--- config.mk ---
export PLATFORM = sky130hd
export DESIGN_NAME = i2cp_regpair_slave
export DESIGN_NICKNAME = d
export VERILOG_FILES = /design/src/rtl/i2cp_pkg.sv /design/src/rtl/i2cp_bus_cond.sv /design/src/rtl/i2cp_link.sv /design/src/rtl/i2cp_pair_port.sv /design/src/rtl/i2cp_regpair_slave.sv
export SDC_FILE = /design/constraint.sdc
export NUM_CORES = 1
export LEC_CHECK = 0
export BUFFER_PORTS_ARGS = -buffer_cell sky130_fd_sc_hd__buf_2
export CAP_MARGIN = 15
export CORE_MARGIN = 3
export CORE_UTILIZATION = 60
export CTS_CLUSTER_SIZE = 16
export DETAILED_ROUTE_END_ITERATION = 10
export GPL_TIMING_DRIVEN = 0
export PLACE_DENSITY = 0.82
export SYNTH_ARGS = -nofsm -noshare
export SYNTH_HDL_FRONTEND = slang
export SYNTH_SLANG_ARGS = --single-unit
--- constraint.sdc ---
create_clock -name clk -period 3.5 [get_ports clk]
set_clock_uncertainty 0.15 [all_clocks]
set_input_delay 0.7 -clock clk [delete_from_list [all_inputs] [get_ports clk]]
set_output_delay 0.7 -clock clk [all_outputs]
set_load 0.02 [all_outputs]
--- src/rtl/i2cp_pkg.sv ---
// Shared types for the two-wire register-pair slave.
package i2cp_pkg;
    typedef enum logic [3:0] {
        LS_IDLE,
        LS_ADDR,
        LS_ADDR_ACK,
        LS_PTR,
        LS_PTR_ACK,
        LS_WDATA,
        LS_WDATA_ACK,
        LS_RDATA,
        LS_RACK
    } link_state_t;
endpackage

--- src/rtl/i2cp_bus_cond.sv ---
// Synchronises SCL/SDA into the clock domain and flags clock edges,
// START and STOP. Assumes the system clock is several times faster
// than SCL; the lines idle high, so the synchronisers reset to 1.
module i2cp_bus_cond #(
    parameter int SYNC_LEN = 2
) (
    input  logic clk,
    input  logic rst_n,
    input  logic scl_i,
    input  logic sda_i,
    output logic scl_rise,
    output logic scl_fall,
    output logic start_det,
    output logic stop_det,
    output logic sda_s
);
    logic [SYNC_LEN-1:0] scl_sync, sda_sync;
    logic scl_q, sda_q, scl_s;

    // Synchroniser chains plus one delayed copy for edge detection.
    always_ff @(posedge clk) begin
        if (!rst_n) begin
            scl_sync <= '1;
            sda_sync <= '1;
            scl_q    <= 1'b1;
            sda_q    <= 1'b1;
        end else begin
            scl_sync <= {scl_sync[SYNC_LEN-2:0], scl_i};
            sda_sync <= {sda_sync[SYNC_LEN-2:0], sda_i};
            scl_q    <= scl_sync[SYNC_LEN-1];
            sda_q    <= sda_sync[SYNC_LEN-1];
        end
    end

    assign scl_s     = scl_sync[SYNC_LEN-1];
    assign sda_s     = sda_sync[SYNC_LEN-1];
    assign scl_rise  = scl_s & ~scl_q;
    assign scl_fall  = ~scl_s & scl_q;
    assign start_det = scl_s & scl_q & sda_q & ~sda_s;
    assign stop_det  = scl_s & scl_q & ~sda_q & sda_s;
endmodule

--- src/rtl/i2cp_link.sv ---
// Bit/byte engine: address match, pointer byte, write bytes, read bytes
// and acknowledge cycles. Emits registered one-cycle events for the
// register port. Assumes tx_byte is valid whenever a byte is loaded.
module i2cp_link
    import i2cp_pkg::*;
#(
    parameter logic [6:0] SLV_ADDR = 7'h36
) (
    input  logic       clk,
    input  logic       rst_n,
    input  logic       scl_rise,
    input  logic       scl_fall,
    input  logic       start_det,
    input  logic       stop_det,
    input  logic       sda_s,
    input  logic [7:0] tx_byte,
    output logic       sda_oe,
    output logic       idle,
    output logic       ptr_load,
    output logic       byte_wr,
    output logic       byte_rd,
    output logic [7:0] rx_byte
);
    link_state_t state;
    logic [7:0]  shreg;
    logic [3:0]  cnt;
    logic        rw, nack;

    // Bus state machine, shift register and event pulses.
    always_ff @(posedge clk) begin
        if (!rst_n) begin
            state    <= LS_IDLE;
            shreg    <= '1;
            cnt      <= '0;
            rw       <= 1'b0;
            nack     <= 1'b1;
            ptr_load <= 1'b0;
            byte_wr  <= 1'b0;
            byte_rd  <= 1'b0;
        end else begin
            ptr_load <= 1'b0;
            byte_wr  <= 1'b0;
            byte_rd  <= 1'b0;
            if (start_det) begin
                state <= LS_ADDR;
                cnt   <= '0;
            end else if (stop_det) begin
                state <= LS_IDLE;
            end else begin
                case (state)
                    LS_ADDR, LS_PTR, LS_WDATA: begin
                        if (scl_rise) begin
                            shreg <= {shreg[6:0], sda_s};
                            cnt   <= cnt + 4'd1;
                        end else if (scl_fall && cnt == 4'd8) begin
                            cnt <= '0;
                            if (state == LS_ADDR) begin
                                if (shreg[7:1] == SLV_ADDR) begin
                                    rw    <= shreg[0];
                                    state <= LS_ADDR_ACK;
                                end else begin
                                    state <= LS_IDLE;
                                end
                            end else if (state == LS_PTR) begin
                                ptr_load <= 1'b1;
                                state    <= LS_PTR_ACK;
                            end else begin
                                state <= LS_WDATA_ACK;
                            end
                        end
                    end
                    LS_ADDR_ACK: if (scl_fall) begin
                        if (rw) begin
                            shreg   <= tx_byte;
                            byte_rd <= 1'b1;
                            state   <= LS_RDATA;
                        end else begin
                            state <= LS_PTR;
                        end
                    end
                    LS_PTR_ACK: if (scl_fall) state <= LS_WDATA;
                    LS_WDATA_ACK: if (scl_fall) begin
                        byte_wr <= 1'b1;
                        state   <= LS_WDATA;
                    end
                    LS_RDATA: if (scl_fall) begin
                        if (cnt == 4'd7) begin
                            cnt   <= '0;
                            state <= LS_RACK;
                        end else begin
                            shreg <= {shreg[6:0], 1'b1};
                            cnt   <= cnt + 4'd1;
                        end
                    end
                    LS_RACK: begin
                        if (scl_rise) begin
                            nack <= sda_s;
                        end else if (scl_fall) begin
                            if (!nack) begin
                                shreg   <= tx_byte;
                                byte_rd <= 1'b1;
                                state   <= LS_RDATA;
                            end else begin
                                state <= LS_IDLE;
                            end
                        end
                    end
                    default: state <= LS_IDLE;
                endcase
            end
        end
    end

    assign sda_oe  = (state == LS_ADDR_ACK) || (state == LS_PTR_ACK) ||
                     (state == LS_WDATA_ACK) || (state == LS_RDATA && !shreg[7]);
    assign idle    = (state == LS_IDLE);
    assign rx_byte = shreg;
endmodule

--- src/rtl/i2cp_pair_port.sv ---
// Pointer, write staging and read shadow. Turns byte events into
// 16-bit pair writes and supplies the next byte to transmit. Assumes
// rd_pair and wr_ok describe pair pair_idx in the same cycle.
module i2cp_pair_port #(
    parameter int                ADDR_W  = 8,
    parameter logic [ADDR_W-1:0] WR_LAST = 8'h4F
) (
    input  logic              clk,
    input  logic              rst_n,
    input  logic              clr,
    input  logic              ptr_load,
    input  logic              byte_wr,
    input  logic              byte_rd,
    input  logic [7:0]        rx_byte,
    input  logic [15:0]       rd_pair,
    input  logic              wr_ok,
    output logic [ADDR_W-2:0] pair_idx,
    output logic [7:0]        tx_byte,
    output logic              wr_en,
    output logic [ADDR_W-2:0] wr_pair,
    output logic [15:0]       wr_data
);
    localparam int PAIR_W = ADDR_W - 1;

    logic [ADDR_W:0]   ptr;
    logic              ptr_ovf;
    logic [7:0]        stage, shadow;
    logic [PAIR_W-1:0] stage_idx, shadow_idx;
    logic              stage_v, shadow_v;

    assign ptr_ovf  = ptr[ADDR_W];
    assign pair_idx = ptr[ADDR_W-1:1];

    // Byte to send: all ones past the top, shadowed low half when valid.
    always_comb begin
        if (ptr_ovf)
            tx_byte = 8'hFF;
        else if (!ptr[0])
            tx_byte = rd_pair[15:8];
        else if (shadow_v && shadow_idx == pair_idx)
            tx_byte = shadow;
        else
            tx_byte = rd_pair[7:0];
    end

    // Pointer: loaded from the pointer byte, saturating advance per byte.
    always_ff @(posedge clk) begin
        if (!rst_n)
            ptr <= '0;
        else if (ptr_load)
            ptr <= {1'b0, rx_byte};
        else if ((byte_wr || byte_rd) && !ptr_ovf)
            ptr <= ptr + 1'b1;
    end

    // Staging of high bytes, pair commit, and low-byte shadow capture.
    always_ff @(posedge clk) begin
        if (!rst_n) begin
            stage      <= '0;
            stage_idx  <= '0;
            stage_v    <= 1'b0;
            shadow     <= '0;
            shadow_idx <= '0;
            shadow_v   <= 1'b0;
            wr_en      <= 1'b0;
            wr_pair    <= '0;
            wr_data    <= '0;
        end else begin
            wr_en <= 1'b0;
            if (clr) begin
                stage_v  <= 1'b0;
                shadow_v <= 1'b0;
            end else if (byte_wr) begin
                if (!ptr[0]) begin
                    stage     <= rx_byte;
                    stage_idx <= pair_idx;
                    stage_v   <= !ptr_ovf && (ptr[ADDR_W-1:0] <= WR_LAST) && wr_ok;
                end else begin
                    stage_v <= 1'b0;
                    if (stage_v && stage_idx == pair_idx && !ptr_ovf) begin
                        wr_en   <= 1'b1;
                        wr_pair <= pair_idx;
                        wr_data <= {stage, rx_byte};
                    end
                end
            end else if (byte_rd && !ptr[0] && !ptr_ovf) begin
                shadow     <= rd_pair[7:0];
                shadow_idx <= pair_idx;
                shadow_v   <= 1'b1;
            end
        end
    end
endmodule

--- src/rtl/i2cp_regpair_slave.sv ---
// Top level of the two-wire register-pair slave: line conditioning,
// bus engine and register-pair port. SDA is open drain (sda_oe=1
// pulls low); no clock stretching is performed.
module i2cp_regpair_slave #(
    parameter logic [6:0]        SLV_ADDR = 7'h36,
    parameter int                ADDR_W   = 8,
    parameter logic [ADDR_W-1:0] WR_LAST  = 8'h4F,
    parameter int                SYNC_LEN = 2
) (
    input  logic              clk,
    input  logic              rst_n,
    input  logic              scl_i,
    input  logic              sda_i,
    output logic              sda_oe,
    output logic [ADDR_W-2:0] pair_idx,
    input  logic [15:0]       rd_pair,
    input  logic              wr_ok,
    output logic              wr_en,
    output logic [ADDR_W-2:0] wr_pair,
    output logic [15:0]       wr_data
);
    logic scl_rise, scl_fall, bus_start, bus_stop, sda_s;
    logic link_idle, ptr_load, byte_wr, byte_rd;
    logic [7:0] rx_byte, tx_byte;

    i2cp_bus_cond #(.SYNC_LEN(SYNC_LEN)) u_cond (
        .clk(clk), .rst_n(rst_n), .scl_i(scl_i), .sda_i(sda_i),
        .scl_rise(scl_rise), .scl_fall(scl_fall),
        .start_det(bus_start), .stop_det(bus_stop), .sda_s(sda_s)
    );

    i2cp_link #(.SLV_ADDR(SLV_ADDR)) u_link (
        .clk(clk), .rst_n(rst_n), .scl_rise(scl_rise), .scl_fall(scl_fall),
        .start_det(bus_start), .stop_det(bus_stop), .sda_s(sda_s),
        .tx_byte(tx_byte), .sda_oe(sda_oe), .idle(link_idle),
        .ptr_load(ptr_load), .byte_wr(byte_wr), .byte_rd(byte_rd),
        .rx_byte(rx_byte)
    );

    i2cp_pair_port #(.ADDR_W(ADDR_W), .WR_LAST(WR_LAST)) u_port (
        .clk(clk), .rst_n(rst_n), .clr(bus_start | bus_stop),
        .ptr_load(ptr_load), .byte_wr(byte_wr), .byte_rd(byte_rd),
        .rx_byte(rx_byte), .rd_pair(rd_pair), .wr_ok(wr_ok),
        .pair_idx(pair_idx), .tx_byte(tx_byte), .wr_en(wr_en),
        .wr_pair(wr_pair), .wr_data(wr_data)
    );
endmodule

==> results.toml, run 1 <==
[status]
outcome = "completed"

[floorplanning]
die-area_sq_um = 8550
io_pins = 53
initial_core_util = 0.639
num_rows = 30
die_y_um = 92.5
fp.dieW_um = 92.5
core_area_sq_um = 7020

[detailed_routing]
wire_per_inst_um = 16.1
drc = 0
ant_nets = 0
drt_iter0_markers = 142
wl_mm = 10.6
drt_pass1_iterations = 5
via_per_inst = 5.63
vias = 3702

[global_routing]
grt_max_degree = 18
grtUsageTotal = 0.256
antenna_found_initial = 0
grt_pass1_vias = 3587
grt_overflow = 0
grt_first_pass_wirelength_mm = 17.5

[finish]
seqCellArea_sq_um = 1840
mostFrequentLayoutCell = "dfxtp_1"
drive_gt1_frac = 0.187
antennaDiodeCount = 0
multiInputGateArea_sq_um = 2420
fill_cells = 582
area_growth_pct = 13.2
final_cell_mix = "dfxtp_1 (92), buf_2 (62), nor2b_1 (59), mux2i_1 (55), nand2_1 (41)"
finalNetCount = 580

[clocking]
cts-resized-gates = 0
hold_buffers = 0
cts_inserted_buffers = 9
htree_num_levels = 3
clk_latency_ps = 370
clock-sinks = 92
cts_tree = "built"
cts_root_buf = "clkbuf_8"
clk_pin_slew_ps = 90
postCtsSetupRepairBufs = 0
cts.path.max_buffers = 2

[yosys]
yosys_warnings = 0
ys_async_sr_fraction = 0
synth-seq-cells = 92
syn_inst = 494
synthesis.nets = 518
synth.top_cell.area_share = 0.410
synth_seq_area_share = 0.410
yosysUniqueCellTypes = 54
ys_top_cells_by_area = "dfxtp_1 (41%), mux2i_1 (12%), nor2b_1 (8.2%), o21ai_0 (3.5%), nand2_1 (3.4%)"
yosysTopAreaCell = "dfxtp_1"
syn_area_sq_um = 4490
syn_area_per_cell_sq_um = 9.09
synth-edff-count = 0
synth_ff_type = "dfxtp_1"

[worst_hold_path]
hold_path.class = "reg2reg"
worst_hold_path.num_cells = 1
whs_endpoint = "u_cond.sda_sync[1]"
min_from = "u_cond.sda_sync[0]"

[power_and_ir_drop]
power.switching_uw = 671
clkPwrFrac = 0.341
ir_drop_mv = 0.332
p_leak_uw = 0.00216
comb_power_share = 0.151
switching_share = 0.299
p_int_uw = 1570
power.density_nw_per_um2 = 442
seq_power_share = 0.508

[worst_setup_path]
crit_arrival_ps = 2630
r2r_cells = 7
critPathRequiredTime_ps = 3580
r2r_slack_ps = 950
slowest_delay_ps = 430
worst-setup-path-type = "reg2reg"
regToRegEndpoint = "u_link.rx_byte[0]"
worstReg2RegStart = "u_port.ptr[1]"
path_max_fanout = 8
cp_slowest_cell = "nor2_2"
crit_path_end_kind = "flip-flop"
startpoint_type = "flip-flop"
timing.critical_path.cells = "clkbuf_1 -> xnor2_1 -> nand4_1 -> nor2_2 -> mux2_2 -> a311oi_1 -> o21ai_1"

[placement]
gp_congestion = 0.958
io_buffers = 51
hpwlAfterDp_mm = 7.70

[timing]
max_slew_margin = 0.580
final-setup-viol-count = 0
setup-tns-final_ps = 0
max_clock_freq_mhz = 392
report.final.slew_viol_count = 0
rsz0062_at_grt = "no"
whs_ps = 262
fin_crit_ps = 2550
worst_pin_slew_ps = 625
period_share = 0.729
hold_viol = 0

[job]
cap_violations = 0
sequential cells by signal, indices dropped and copies added, names as in the netlist, 2 cells and up:
name	cells
u_link.rx_byte	8
u_port.stage	8
u_cond.scl_sync	2
u_link.cnt	4
u_port.ptr	9
u_port.wr_pair	7
u_port.shadow_idx	7
u_cond.sda_sync	2
u_port.shadow	8
u_link.state	4
u_port.stage_idx	7
u_port.wr_data	16
routing by layer:
layer | share of wire | up-vias | GRT usage
met2 | 0.49 | 94 | 0.433
met5 | 0 | - | 0
li1 | - | 1815 | -
met4 | 0.018 | 0 | 0.0693
met3 | 0.040 | 26 | 0.0447
met1 | 0.46 | 1767 | 0.337
per-stage QoR:
stage / instance area [sq um] / utilization / setup WS, ps / cells / power [uW]
CTS: 5080 / 0.724 / 993 / 657 / 2250
floorplan: 4490 / - / 1450 / 494 / 1390
global route: 5080 / 0.724 / 833 / 657 / 2340
global placement: 4860 / 0.693 / 1100 / 641 / 1480
detailed placement: 4860 / 0.693 / 1030 / 641 / 1490
finish: 5080 / 0.724 / 947 / 657 / 2250
power by group through the flow:
stage | Sequential (uW) | Clock, uW | Combinational [uW]
2_1_floorplan | 1130 | 0 | 253
3_3_place_gp | 1160 | 0 | 322
3_5_place_dp | 1160 | 0 | 332
4_1_cts | 1140 | 775 | 337
5_1_grt | 1140 | 813 | 385
6_report | 1140 | 766 | 340
worst max-delay path by stage:
stage                  startpoint           endpoint  slack [ps]  depth (start not counted)
detailed placement  u_port.ptr[1]  u_link.rx_byte[0]        1030                          7
CTS                 u_port.ptr[1]  u_link.rx_byte[0]         990                          7
floorplan           u_port.ptr[1]  u_link.rx_byte[0]        1450                          7
global placement    u_port.ptr[1]  u_link.rx_byte[0]        1100                          7
global route        u_port.ptr[1]  u_link.rx_byte[0]         830                          7
finish              u_port.ptr[1]  u_link.rx_byte[0]         950                          7
worst max-delay path, delay by kind of cell, from the launching register on:
kind                      cells  cell delay [ps]
DFF                           1              390
muxes                         1              400
AOI/OAI and AO/OA             2              400
buffers and inverters         1              340
and+or+nand+nor               2              560
xor gates and xnor gates      1              170
cells in the mapped netlist (2+ instances only):
cell / instances
or2_1: 2
a211oi_1: 2
and3_1: 2
mux2i_1: 55
or3_1: 2
nand3_1: 7
nor3b_1: 3
nand2_1: 41
nand2b_1: 11
buf_6: 2
a21oi_1: 12
o21ai_0: 31
mux2_2: 8
ha_1: 3
inv_1: 7
o211ai_1: 9
clkbuf_1: 16
and2b_1: 2
o31ai_1: 2
nand2_2: 2
nor4b_1: 2
nor3_1: 5
and2_1: 8
buf_4: 8
buf_2: 11
dfxtp_1: 92
nand4_1: 7
xor2_1: 7
a31oi_1: 4
nor2_1: 29
nor2b_1: 59
xnor2_1: 15
o21a_1: 2
nand3b_1: 5
nor4_1: 2
kinds of logic after synthesis:
family,Yosys count,synth area share
adder cells (fa/ha/maj),3,0.00836
AND/OR/NAND/NOR,196,0.243
buffers and inverters,44,0.0499
XOR/XNOR,22,0.0429
flip-flops,92,0.410
multiplexers,63,0.143
AO/OA/AOI/OAI,74,0.103
cell type report:
cell class	instances	area share
tap	96	0.0237
multi-input combinational	358	0.477
clock inverter	6	0.0153
sequential	92	0.363
buffer	37	0.0389
timing repair buffer	51	0.0503
clock buffer	10	0.0271
inverter	7	0.00517
Power figures use the tool's default switching activity.
==> run 2, diff against run 1 <==
Settings changed: CORE_UTILIZATION 60 to 52, PLACE_DENSITY 0.82 to 0.75.
Clock period 3.5 ns to 2.3 ns, I/O delays scaled along.
==> run 2 against run 1 <==
  * Combinational power grew 53%
  * Count of clock-buffer cells in the layout shrank 1
  * Power grew 49%
  * Non-clock buffer count grew 6
  * Core utilization shrank 10 points
  * First-iteration DRC count grew 15%
  * Register-to-register slack lost 870 ps
  * Routed wire length shrank 1.4%
  * Sequential power grew 52%
  * Worst setup slack lost 870 ps
  * Critical endpoint is now u_link.rx_byte[5]
  * Largest cell class unchanged
==> results.toml, run 2 (synthesis results as in run 1) <==
[detailed_routing]
drt_pass1_iterations = 4
via_per_inst = 5.46
wire_per_inst_um = 15.5
drt_iter0_markers = 164
ant_nets = 0
drc = 0
wl_mm = 10.4
vias = 3672

[worst_setup_path]
r2r_cells = 8
worstReg2RegStart = "u_port.ptr[5]"
path_max_fanout = 9
regToRegEndpoint = "u_link.rx_byte[5]"
r2r_slack_ps = 80
critPathRequiredTime_ps = 2390
startpoint_type = "flip-flop"
crit_arrival_ps = 2320
crit_path_end_kind = "flip-flop"
slowest_delay_ps = 340
cpLargestDelayFamily = "simple AND/OR/NAND/NOR gates"
worst-setup-path-type = "reg2reg"
timing.critical_path.cells = "clkbuf_4 -> xnor2_1 -> nand4_1 -> nor2_4 -> buf_4 -> mux2_2 -> o21ai_0 -> o211ai_1"
cp_slowest_cell = "dfxtp_1"
cp_num_buf_inv = 2

[clocking]
clk_pin_slew_ps = 110
clk_latency_ps = 370
cts_root_buf = "clkbuf_8"
clock-sinks = 92
hold_buffers = 0
cts.path.max_buffers = 2
cts_tree = "built"
htree_num_levels = 3
cts_inserted_buffers = 9

[finish]
multiInputGateArea_sq_um = 2440
seqCellArea_sq_um = 1840
area_growth_pct = 15.0
reg.largest.list = "u_port.wr_data x16, u_port.ptr x9"
final_cell_mix = "dfxtp_1 (90), nor2b_1 (59), buf_2 (58), mux2i_1 (55), nand2_1 (41)"
final_cells = 672
antennaDiodeCount = 0
post-route-util = 0.622
mostFrequentLayoutCell = "dfxtp_1"
top_register = "u_port.wr_data"
largest_reg_flops = 16
finalNetCount = 586
design_area_sq_um = 5160
fill_cells = 733
drive_gt1_frac = 0.206

[timing]
setup_ws_ps = 75.7
setup-tns-final_ps = 0
worst_pin_slew_ps = 560
max_slew_margin = 0.623
hold_viol = 0
period_share = 0.967
report.final.slew_viol_count = 0
final-setup-viol-count = 0
fin_crit_ps = 2220
rsz0062_at_grt = "yes"
max_clock_freq_mhz = 450

[floorplanning]
num_rows = 33
fp.dieW_um = 98.9
die-area_sq_um = 9780
initial_core_util = 0.541
io_pins = 53
die_y_um = 98.9
core_area_sq_um = 8300

[worst_hold_path]
hold_path.class = "in2reg"
min_from = "sda_i"
whs_endpoint = "u_cond.sda_sync[0]"
worst_hold_path.num_cells = 2

[placement]
dp_cells = 650
placed_area_sq_um = 4870
gp_congestion = 0.913
hpwlAfterDp_mm = 7.59
dp_slack_ps = -197
io_buffers = 51

[global_routing]
grt_first_pass_wirelength_mm = 16.8
grtUsageTotal = 0.214
grt_pass1_vias = 3495
antenna_found_initial = 0
grt_max_degree = 20
grt_overflow = 0

[power_and_ir_drop]
p_leak_uw = 0.00219
power.density_nw_per_um2 = 650
ir_drop_mv = 0.405

[job]
cap_violations = 0

[status]
outcome = "completed"
run 2: cell count changes in the layout (fill, tap and decap cells not counted), moves of 2 or more:
cell	before	now
clkbuf_4	0	3
buf_4	8	16
buf_2	62	58
dfxtp_1	92	90
clkinv_8	0	2
dfxtp_2	0	2
run 2: timing repair:
| item | CTS | global route |
|---|---|---|
| buffers inserted | 0 | 6 |
| gates resized for setup | 2 | 14 |
| endpoints found under the setup margin | 9 | 26 |
| pin swaps | 1 | 3 |
run 2: where the power goes:
group          total (uW)  switching (uW)  internal [uW]
clock network        1100             667            434
registers            1730            93.7           1640
logic                 521             316            205
run 2: worst max path at each step:
| stage | startpoint | end | slack, ps | cells past startpoint |
|---|---|---|---|---|
| final | u_port.ptr[5] | u_link.rx_byte[5] | 80 | 8 |
| after global routing | u_port.ptr[0] | u_port.wr_data[1] | -20 | 8 |
| after CTS | u_port.ptr[1] | u_link.rx_byte[0] | 10 | 7 |
| after detailed placement | u_port.ptr[1] | u_link.rx_byte[0] | -200 | 7 |
| after global placement | u_port.ptr[1] | u_link.rx_byte[0] | -110 | 7 |
| after floorplan | u_port.ptr[1] | u_link.rx_byte[0] | 250 | 7 |
run 2: layout make-up:
class,instances,share of cell area
Buffer,37,0.0410
Clock buffer,9,0.0240
Clock inverter,7,0.0158
Inverter,7,0.00509
Multi-Input combinational cell,358,0.473
Sequential cell,92,0.357
Tap cell,105,0.0254
Timing Repair Buffer,57,0.0582
run 2: through the flow:
step,hold slack [ps],power (uW)
finish,122,3360
CTS,116,3360
global placement,248,2250
floorplan,236,2110
detailed placement,244,2270
global route,129,3520
run 2: worst register-to-register path, delay by kind of cell (launching register included):
family	cells	cell delay [ps]
compound gates	2	260
xor+xnor	1	130
buf+inv	2	370
flops	1	340
mux	1	340
simple gates	2	500
run 2: routing by layer:
layer / GRT usage / vias up / routed length, um
met4: 0.0588 / 0 / 183
met3: 0.0389 / 15 / 503
met5: 0 / - / 0
met2: 0.363 / 115 / 5050
met1: 0.281 / 1724 / 4700
li1: - / 1818 / -
